### src/rtl/adma_pkg.sv
package adma_pkg;
  localparam logic [3:0] WIN_PAGE   = 4'h2;
  localparam logic [4:0] OFS_CTRL   = 5'h00;
  localparam logic [4:0] OFS_CTRL2  = 5'h02;
  localparam logic [4:0] OFS_BITS   = 5'h0E;
  localparam logic [4:0] OFS_INBASE = 5'h10;
  localparam logic [4:0] OFS_OUTBASE= 5'h14;
  localparam logic [4:0] OFS_LEN    = 5'h18;

  typedef struct packed {
    logic       out_en;
    logic       in_en;
    logic       pass;
    logic       spk;
    logic [1:0] rate;
  } ctl_t;

  function automatic ctl_t ctl_decode(logic [15:0] c);
    ctl_t r;
    r.out_en = c[8];
    r.in_en  = c[7];
    r.pass   = c[6];
    r.spk    = c[2];
    r.rate   = c[10:9];
    return r;
  endfunction
endpackage

### src/rtl/adma_regs.sv
module adma_regs
  import adma_pkg::*;
#(
  parameter int unsigned AW    = 32,
  parameter int unsigned CNT_W = 16
) (
  input  logic             clk_i,
  input  logic             rst_ni,
  input  logic             wr_i,
  input  logic [11:0]      addr_i,
  input  logic [31:0]      wdata_i,
  input  logic [CNT_W-1:0] bits_left_i,
  output logic [31:0]      rdata_o,
  output logic [15:0]      ctrl_o,
  output logic [AW-1:0]    in_base_o,
  output logic [AW-1:0]    out_base_o,
  output logic [CNT_W-1:0] len_o,
  output logic             rewind_o,
  output logic [CNT_W-1:0] rewind_len_o
);
  logic       in_win;
  logic [4:0] ofs;
  logic       wr_ctrl, wr_len;

  assign in_win  = (addr_i[11:8] == WIN_PAGE);
  assign ofs     = addr_i[4:0];
  assign wr_ctrl = wr_i && in_win && (ofs == OFS_CTRL || ofs == OFS_CTRL2);
  assign wr_len  = wr_i && in_win && (ofs == OFS_LEN);

  always_ff @(posedge clk_i or negedge rst_ni) begin
    if (!rst_ni) begin
      ctrl_o     <= '0;
      in_base_o  <= '0;
      out_base_o <= '0;
      len_o      <= '0;
    end else if (wr_i && in_win) begin
      if (wr_ctrl) ctrl_o <= wdata_i[15:0];
      if (ofs == OFS_INBASE)  in_base_o  <= wdata_i[AW-1:0];
      if (ofs == OFS_OUTBASE) out_base_o <= wdata_i[AW-1:0];
      if (wr_len) len_o <= wdata_i[CNT_W-1:0];
    end
  end

  // stop-write or length write restarts the stream at the buffer start
  assign rewind_o     = wr_len || (wr_ctrl && wdata_i[8:7] == 2'b00);
  assign rewind_len_o = wr_len ? wdata_i[CNT_W-1:0] : len_o;

  always_comb begin
    rdata_o = '0;
    if (in_win) begin
      unique case (ofs)
        OFS_CTRL, OFS_CTRL2: rdata_o = 32'(ctrl_o);
        OFS_BITS:            rdata_o = 32'(bits_left_i);
        OFS_INBASE:          rdata_o = 32'(in_base_o);
        OFS_OUTBASE:         rdata_o = 32'(out_base_o);
        OFS_LEN:             rdata_o = 32'(len_o);
        default:             rdata_o = '0;
      endcase
    end
  end

  logic unused_bits;
  assign unused_bits = ^{addr_i[7:5], wdata_i};
endmodule

### src/rtl/adma_rate_gen.sv
module adma_rate_gen #(
  parameter int unsigned DIV_FAST = 4,
  parameter int unsigned DIV_MID  = 8,
  parameter int unsigned DIV_SLOW = 9
) (
  input  logic       clk_i,
  input  logic       rst_ni,
  input  logic       run_i,
  input  logic [1:0] rate_i,
  output logic       tick_o
);
  localparam int unsigned DIV_MAX = (DIV_SLOW > DIV_MID) ?
                                    ((DIV_SLOW > DIV_FAST) ? DIV_SLOW : DIV_FAST) :
                                    ((DIV_MID > DIV_FAST) ? DIV_MID : DIV_FAST);
  localparam int unsigned DIV_W = $clog2(DIV_MAX) + 1;
  localparam logic [DIV_W-1:0] LIM_FAST = DIV_W'(DIV_FAST - 1);
  localparam logic [DIV_W-1:0] LIM_MID  = DIV_W'(DIV_MID - 1);
  localparam logic [DIV_W-1:0] LIM_SLOW = DIV_W'(DIV_SLOW - 1);

  logic [DIV_W-1:0] div_q, lim;

  always_comb begin
    unique case (rate_i)
      2'b00:   lim = LIM_SLOW;
      2'b01:   lim = LIM_MID;
      default: lim = LIM_FAST;
    endcase
  end

  // >= keeps a rate change from stranding the divider above the new limit
  assign tick_o = run_i && (div_q >= lim);

  always_ff @(posedge clk_i or negedge rst_ni) begin
    if (!rst_ni)                div_q <= '0;
    else if (!run_i || tick_o)  div_q <= '0;
    else                        div_q <= div_q + 1'b1;
  end
endmodule

### src/rtl/adma_stream.sv
module adma_stream
  import adma_pkg::*;
#(
  parameter int unsigned AW    = 32,
  parameter int unsigned CNT_W = 16
) (
  input  logic             clk_i,
  input  logic             rst_ni,
  input  logic             tick_i,
  input  ctl_t             ctl_i,
  input  logic [AW-1:0]    in_base_i,
  input  logic [AW-1:0]    out_base_i,
  input  logic [CNT_W-1:0] len_i,
  input  logic             rewind_i,
  input  logic [CNT_W-1:0] rewind_len_i,
  input  logic             ser_i,
  input  logic [31:0]      rd_data_i,
  output logic [CNT_W-1:0] bits_left_o,
  output logic             run_o,
  output logic             ser_o,
  output logic             rd_req_o,
  output logic [AW-1:0]    rd_addr_o,
  output logic             in_wr_req_o,
  output logic [AW-1:0]    in_wr_addr_o,
  output logic [31:0]      wr_data_o,
  output logic             mirror_wr_req_o,
  output logic [AW-1:0]    mirror_wr_addr_o
);
  localparam int unsigned WI_W = CNT_W - 5;

  logic [CNT_W-1:0] cnt_q, wrap_cnt, rew_cnt;
  logic [4:0]       bit_q;
  logic [WI_W-1:0]  word_q;
  logic [31:0]      in_sh_q, out_sh_q;
  logic             ser_q;
  logic             last_bit, word_end;
  logic [AW-1:0]    word_ofs;

  // length unit is 8 bytes = 64 bits
  assign wrap_cnt = {len_i[CNT_W-7:0], 6'b0};
  assign rew_cnt  = {rewind_len_i[CNT_W-7:0], 6'b0};
  assign last_bit = (cnt_q == CNT_W'(1));
  assign word_end = (bit_q == 5'd31);
  assign word_ofs = AW'({word_q, 2'b00});

  assign run_o       = (ctl_i.in_en || ctl_i.out_en) && (cnt_q != '0);
  assign bits_left_o = cnt_q;
  assign rd_req_o    = tick_i && ctl_i.out_en && (bit_q == 5'd0);
  assign rd_addr_o   = out_base_i + word_ofs;
  assign ser_o       = ser_q && ctl_i.spk;

  always_ff @(posedge clk_i or negedge rst_ni) begin
    if (!rst_ni) begin
      cnt_q            <= '0;
      bit_q            <= '0;
      word_q           <= '0;
      in_sh_q          <= '0;
      out_sh_q         <= '0;
      ser_q            <= 1'b0;
      in_wr_req_o      <= 1'b0;
      mirror_wr_req_o  <= 1'b0;
      in_wr_addr_o     <= '0;
      mirror_wr_addr_o <= '0;
      wr_data_o        <= '0;
    end else if (rewind_i) begin
      cnt_q           <= rew_cnt;
      bit_q           <= '0;
      word_q          <= '0;
      in_sh_q         <= '0;
      out_sh_q        <= '0;
      ser_q           <= 1'b0;
      in_wr_req_o     <= 1'b0;
      mirror_wr_req_o <= 1'b0;
    end else begin
      in_wr_req_o     <= 1'b0;
      mirror_wr_req_o <= 1'b0;
      if (tick_i) begin
        cnt_q   <= last_bit ? wrap_cnt : cnt_q - 1'b1;
        bit_q   <= bit_q + 1'b1;
        in_sh_q <= {in_sh_q[30:0], ser_i};
        if (word_end) word_q <= last_bit ? '0 : word_q + 1'b1;
        if (word_end && ctl_i.in_en) begin
          in_wr_req_o      <= 1'b1;
          mirror_wr_req_o  <= ctl_i.pass;
          wr_data_o        <= {in_sh_q[30:0], ser_i};
          in_wr_addr_o     <= in_base_i + word_ofs;
          mirror_wr_addr_o <= out_base_i + word_ofs;
        end
        if (ctl_i.out_en) begin
          if (bit_q == 5'd0) begin
            ser_q    <= rd_data_i[31];
            out_sh_q <= {rd_data_i[30:0], 1'b0};
          end else begin
            ser_q    <= out_sh_q[31];
            out_sh_q <= {out_sh_q[30:0], 1'b0};
          end
        end else begin
          ser_q <= 1'b0;
        end
      end
    end
  end

  logic unused_len;
  assign unused_len = ^{len_i[CNT_W-1:CNT_W-6], rewind_len_i[CNT_W-1:CNT_W-6]};
endmodule

### src/rtl/audio_dma_engine.sv
module audio_dma_engine
  import adma_pkg::*;
#(
  parameter int unsigned AW       = 32,
  parameter int unsigned CNT_W    = 16,
  parameter int unsigned DIV_FAST = 4,
  parameter int unsigned DIV_MID  = 8,
  parameter int unsigned DIV_SLOW = 9
) (
  input  logic          clk_i,
  input  logic          rst_ni,
  input  logic          reg_wr_i,
  input  logic [11:0]   reg_addr_i,
  input  logic [31:0]   reg_wdata_i,
  output logic [31:0]   reg_rdata_o,
  input  logic          ser_i,
  output logic          ser_o,
  output logic          bit_tick_o,
  output logic          rd_req_o,
  output logic [AW-1:0] rd_addr_o,
  input  logic [31:0]   rd_data_i,
  output logic          in_wr_req_o,
  output logic [AW-1:0] in_wr_addr_o,
  output logic [31:0]   wr_data_o,
  output logic          mirror_wr_req_o,
  output logic [AW-1:0] mirror_wr_addr_o
);
  logic [15:0]      ctrl_q;
  logic [AW-1:0]    in_base, out_base;
  logic [CNT_W-1:0] len_q, bits_left, rewind_len;
  logic             rewind, run;
  ctl_t             ctl;

  assign ctl = ctl_decode(ctrl_q);

  adma_regs #(.AW(AW), .CNT_W(CNT_W)) i_regs (
    .clk_i        (clk_i),
    .rst_ni       (rst_ni),
    .wr_i         (reg_wr_i),
    .addr_i       (reg_addr_i),
    .wdata_i      (reg_wdata_i),
    .bits_left_i  (bits_left),
    .rdata_o      (reg_rdata_o),
    .ctrl_o       (ctrl_q),
    .in_base_o    (in_base),
    .out_base_o   (out_base),
    .len_o        (len_q),
    .rewind_o     (rewind),
    .rewind_len_o (rewind_len)
  );

  adma_rate_gen #(.DIV_FAST(DIV_FAST), .DIV_MID(DIV_MID), .DIV_SLOW(DIV_SLOW)) i_rate (
    .clk_i  (clk_i),
    .rst_ni (rst_ni),
    .run_i  (run),
    .rate_i (ctl.rate),
    .tick_o (bit_tick_o)
  );

  adma_stream #(.AW(AW), .CNT_W(CNT_W)) i_stream (
    .clk_i            (clk_i),
    .rst_ni           (rst_ni),
    .tick_i           (bit_tick_o),
    .ctl_i            (ctl),
    .in_base_i        (in_base),
    .out_base_i       (out_base),
    .len_i            (len_q),
    .rewind_i         (rewind),
    .rewind_len_i     (rewind_len),
    .ser_i            (ser_i),
    .rd_data_i        (rd_data_i),
    .bits_left_o      (bits_left),
    .run_o            (run),
    .ser_o            (ser_o),
    .rd_req_o         (rd_req_o),
    .rd_addr_o        (rd_addr_o),
    .in_wr_req_o      (in_wr_req_o),
    .in_wr_addr_o     (in_wr_addr_o),
    .wr_data_o        (wr_data_o),
    .mirror_wr_req_o  (mirror_wr_req_o),
    .mirror_wr_addr_o (mirror_wr_addr_o)
  );
endmodule

### config.mk
export PLATFORM = sky130hd
export DESIGN_NAME = audio_dma_engine
export DESIGN_NICKNAME = d
export VERILOG_FILES = /design/src/rtl/adma_pkg.sv /design/src/rtl/adma_regs.sv /design/src/rtl/adma_rate_gen.sv /design/src/rtl/adma_stream.sv /design/src/rtl/audio_dma_engine.sv
export SDC_FILE = /design/constraint.sdc
export NUM_CORES = 1
export LEC_CHECK = 0
export ABC_AREA = 1
export BUFFER_PORTS_ARGS = -buffer_cell sky130_fd_sc_hd__buf_4
export CORE_ASPECT_RATIO = 1.75
export CORE_MARGIN = 2
export CORE_UTILIZATION = 64
export CTS_BUF_LIST = sky130_fd_sc_hd__clkbuf_8
export DETAILED_ROUTE_END_ITERATION = 12
export HOLD_SLACK_MARGIN = 0.1
export PLACE_DENSITY = 0.93
export REMOVE_ABC_BUFFERS = 1
export SETUP_SLACK_MARGIN = 0.2
export SYNTH_ARGS = -nofsm -noshare
export SYNTH_HDL_FRONTEND = slang
export SYNTH_SLANG_ARGS = --single-unit
### constraint.sdc
create_clock -name clk_i -period 5.4 [get_ports clk_i]
set_input_delay 1.08 -clock clk_i [delete_from_list [all_inputs] [get_ports clk_i]]
set_output_delay 1.08 -clock clk_i [all_outputs]
set_load 0.005 [all_outputs]
### After elaboration in Yosys (flattened, before gate mapping)

Cells that the tools add are included.

* flip-flop bits (word level): 295
* bits of input ports: 80
* output and inout bits: 165
* logic and storage cells: 95

* $add $sub $neg: 6
* magnitude comparators: 1
* equality and inequality tests: 9
* mux-type cells: 30
* bitwise operators: 1
* reduce and logical (&&, ||, !) cells: 31

Operators with widths (count)
* $mux W32: 5
* $pmux W32 S5: 1
* $add A32 B13 Y32: 2
* $mux W31: 2
* $mux W16: 3
* $mux W11: 4
* $eq A5 B5 Y1 const B: 4
* $eq A16 B1 Y1 const B: 1
* $reduce_bool A16 Y1: 1
* $sub A16 B1 Y16 const B: 1
* $mux W5: 3
* $reduce_and A2 Y1: 6
* $add A11 B1 Y11 const B: 1
* $add A5 B1 Y5 const B: 2
* $logic_and A1 B1 Y1: 10
* $logic_not A5 Y1: 2
* $mux W1: 10
* $mux W10: 1
* $pmux W4 S2: 1
* $reduce_bool A2 Y1: 3
* $eq A5 B2 Y1 const B: 1
* $eq A5 B4 Y1 const B: 1
* $ge A5 B4 Y1: 1
* $eq A4 B2 Y1 const B: 1
* 7 further kinds: 11

### Logic depth before layout (Yosys ltp)

* depth in word-level cells: 7
* depth in mapped cells: 14
* mapped depth without buffers: 14

### Hierarchy

From an unflattened synthesis, not the netlist that was laid out.

* cell total of the unflattened synthesis: 2131
* area, all modules: 16119.2 um^2

Modules (own cells, without submodules)
* adma_stream: times used 1, cells an instance 1471, area each 10901.7 um^2, seq. area each 4829.6 um^2
* adma_regs: times used 1, cells an instance 619, area each 4875.9 um^2, seq. area each 2402.3 um^2
* adma_rate_gen: times used 1, cells an instance 41, area each 341.6 um^2, seq. area each 125.1 um^2

### Worst setup path before layout

Ideal clock, no wire load.

* kind: input -> output
* start: input reg_addr_i[1]
* end: output reg_rdata_o[21]
* data arrival time: 2.174 ns
* data required time: 4.320 ns
* slack: 2.146 ns
* stages: 7
* path buffers: 2
* path through: nor2_1 nand3_1 inv_1 clkbuf_1 buf_2 nand2_1 a21oi_1

* longest elaborated chain between the ends: 4
* elaborated cells on any way between the ends: 9
* those cells by class: eq/ne (5); mux (2); reduce/logical (2)

RTL lines
* start: declaration: line audio_dma_engine.sv:13 `input logic [11:0] reg_addr_i,`
* $eq A5 B2 Y1 / $logic_not A5 Y1 (equally long branches): line adma_regs.sv:51 `unique case (ofs)`
* $reduce_or A2 Y1: line adma_regs.sv:51
* $pmux W32 S5 (*): line adma_regs.sv:51
* $mux W32 (*): line adma_regs.sv:50 `if (in_win) begin`
* end: declaration: line audio_dma_engine.sv:15 `output logic [31:0] reg_rdata_o,`

Mark *: on every way between the ends. The rest lies on a longest branch, timed or not.

### Worst setup path after layout

* start: input reg_addr_i[4]
* end: output reg_rdata_o[5]

The elaborated chain is that of the path after synthesis.

==> results_dict.tcl <==
set metrics [dict create \
    synthesis.area_um2 16000 \
    muxShareOfSynthArea 0.000627 \
    synth_xor_area_frac 0.0230 \
    worst_pin_slew_ns 1.24 \
    die_w_um 123 \
    fin_crit_sh 0.774 \
    clk_pin_slew_ns 0.06 \
    required_ns 4.32 \
    ir_worst_vdd_mv 0.431 \
    reg2reg_slack_ns 2.02 \
    status "complete, no violations" \
    first_pass_iters 6 \
    routed_wl_mm 47.5 \
    finalSetupViolations 0 \
    vias 15500 \
    ctsRootBufferMaster "clkbuf_8" \
    relSlewSlack 0.171 \
    period_minus_slack_ns 4.18 \
    timing.rr.start "i_regs.ctrl_o[9]" \
    worst_skew_pair.late_latency_ns 0.60 \
    finalCoreUtilization 0.764 \
    synth_fa_ha_area_frac 0.0292 \
    cts_buffer_depth 3 \
    start_util 0.650 \
    worstSetupPathType "primary input to output port" \
    worstPathArrival_ns 3.10 \
    fill_cells 1885 \
    rows 76 \
    worstSetupStartpointType "primary input" \
    die_area_um2 26300 \
    critPathBufInv 4 \
    final_nets 2522 \
    drt-initial-drc-count 1434 \
    crit_family "buffers and inverters" \
    synth_top_family_by_area "simple AND/OR/NAND/NOR gates" \
    hold_viol_final 0 \
    portBuffers 241 \
    die_h_um 213 \
    io_pins 245 \
    synthSimpleGateAreaFrac 0.303 \
    grt_pass1_wl_mm 75.4 \
    gp_congestion 0.954 \
    core_area_um2 24500 \
    ys_seq_area_frac 0.461 \
    cpMostUsedCell "buf_4" \
    slew_viol_final 0 \
    drive_above_1_share 0.141 \
    via_per_inst 5.65 \
    cts_tree "yes" \
    power.density_nw_per_um2 364 \
    worstPathCellList "buf_4 > nor2_1 > nand2_1 > inv_1 > o21bai_2 > buf_4 > a21oi_1 > buf_4" \
    antenna_found_initial 1 \
    rsz0062_at_grt "no" \
    wl_per_cell_um 17.3 \
    critical_path_depth 8 \
    cts_buffers 43 \
    grt_util_met3 0.0580 \
    postCtsHoldBufs 0 \
    synth-seq-cells 294 \
    top_usage_layer "met2" \
    slowest_delay_ns 0.54 \
    finClkSkew_ns 0.0253 \
    hold_path_class "primary input to async pin" \
    drc 0 \
    postCtsSetupBuffers 0 \
    numClockSinks 294 \
    grtUsageMet2 0.648 \
    grt_use_total 0.368 \
    grt_overflow_total 0 \
    drv_cap 0 \
    worst-r2r-cell-count 12 \
    yosys.cell_types.count 39 \
    end_kind "output port" \
    cts_resized 0 \
    power_leakage_uw 0.0101 \
    worstReg2RegEnd "i_stream.out_sh_q[1]" \
    use_met1 0.399 \
    grt_start_max_net_pins 115 \
    worstPathMaxFanout 27 \
    antenna_left 0 \
    slowest_stage "inv_1" \
    yosysWarnings 0 \
    max_clock_freq_mhz 239 \
    dpl.hpwl_mm 34.9 \
    grt_pass1_vias 15400 \
    fin_tns_setup_ns 0 \
    h-tree-depth 2 \
    synth_area_per_cell_um2 7.31 \
    synthToLayoutAreaGrowth_pct 17.5 \
    syn_inst 2182 \
    synth_compound_area_frac 0.0965 \
]
[placed cells by master (no fill, tap or decap), drive strengths merged]
cell	n
and2	7
o22ai	36
nand4	22
o2111ai	1
and3	1
a21o	1
buf	259
nor2	118
clkbuf	56
fa	2
or2	6
a21boi	3
o21bai	3
inv	260
o21ai	171
xor2	23
o211ai	2
nand3b	10
nand3	116
a21oi	54
diode	1
xnor2	19
a22oi	13
nor3	21
dfrtp	294
clkinv	4
nand2	897
mux2i	1
ha	34
[registers in the layout, summed over array words and instances, names as in the netlist]
| name | count |
|---|---|
| i_regs.in_base_o | 32 |
| i_regs.out_base_o | 32 |
| i_stream.in_wr_addr_o | 32 |
| i_stream.mirror_wr_addr_o | 32 |
| i_stream.wr_data_o | 32 |
| i_stream.in_sh_q | 31 |
| i_stream.out_sh_q | 31 |
| i_regs.ctrl_o | 16 |
| i_regs.len_o | 16 |
| i_stream.bits_left_o | 16 |
| i_stream.word_q | 11 |
| i_rate.div_q | 5 |
| i_stream.bit_q | 5 |
| i_stream.in_wr_req_o | 1 |
| i_stream.mirror_wr_req_o | 1 |
| i_stream.ser_q | 1 |
[per-layer routing]
layer  part of all wire  routed length, um  vias to the layer above
li1                   -                  -                     7332
met2               0.51              24400                      752
met3              0.065               3110                      216
met1               0.35              16400                     7208
met5                  0                  0                        -
met4              0.074               3500                        0
[power breakdown]
group,switching [uW],internal [uW],total [uW]
registers,242,2540,2780
logic,1510,715,2220
clock network,896,932,1830
[cell usage after synthesis, drive strengths merged]
cell type	count	area, um2
a21o	1	7.51
and2	7	43.8
dfrtp	294	7360
a21boi	3	22.5
nand3b	10	75.1
nor3	21	105
o21bai	3	22.5
nand3	116	581
a22oi	13	97.6
xor2	23	201
fa	2	40.0
a21oi	54	285
nand2	897	3380
o21ai	171	856
and3	1	6.26
o211ai	2	15.0
ha	34	425
xnor2	19	166
o22ai	36	225
nor2	118	472
o2111ai	1	8.76
nand4	22	138
or2	6	37.5
inv	247	927
buf	40	299
clkbuf	40	150
mux2i	1	10.0
[final cells by class]
cell class                      count  area (um2)  share of cell area
Multi-Input combinational cell   1561        7240               0.386
Clock buffer                       56         771              0.0411
Sequential cell                   294        7360               0.392
Clock inverter                     17        86.3             0.00460
Timing Repair Buffer              259        1980               0.105
Inverter                          247         927              0.0494
Antenna cell                        1        2.50            0.000133
Tap cell                          312         390              0.0208
[stage by stage]
stage / hold WS, ns / cells / power [uW] / instance area (um2) / setup WS, ns
CTS: 0.443 / 2746 / 6820 / 18800 / 1.30
global placement: 0.457 / 2673 / 4890 / 17900 / 1.39
floorplan: 0.449 / 2102 / 4220 / 15500 / 1.54
global route: 0.473 / 2747 / 7230 / 18800 / 1.23
detailed placement: 0.464 / 2673 / 4990 / 17900 / 1.32
finish: 0.445 / 2747 / 6830 / 18800 / 1.22
[worst max-delay path by stage]
stage                        startpoint                        end  slack, ns
after floorplan           reg_addr_i[8]  i_stream.in_wr_addr_o[14]       1.54
after global placement    reg_addr_i[4]             reg_rdata_o[5]       1.39
after detailed placement  reg_addr_i[4]             reg_rdata_o[5]       1.32
after CTS                 reg_addr_i[4]             reg_rdata_o[5]       1.30
after global routing      reg_addr_i[4]             reg_rdata_o[5]       1.23
final                     reg_addr_i[4]             reg_rdata_o[5]       1.22
[logic make-up (layout without fill, tap and decap cells)]
family / count (synthesis) / in the layout
and+or+nand+nor: 1198 / 1198
other: 0 / 1
DFF: 294 / 294
muxes: 1 / 1
xor gates and xnor gates: 42 / 42
AOI/OAI and AO/OA: 284 / 284
buffers and inverters: 327 / 579
adders and majority gates: 36 / 36
Note: power is estimated with default switching activity, not from simulation.
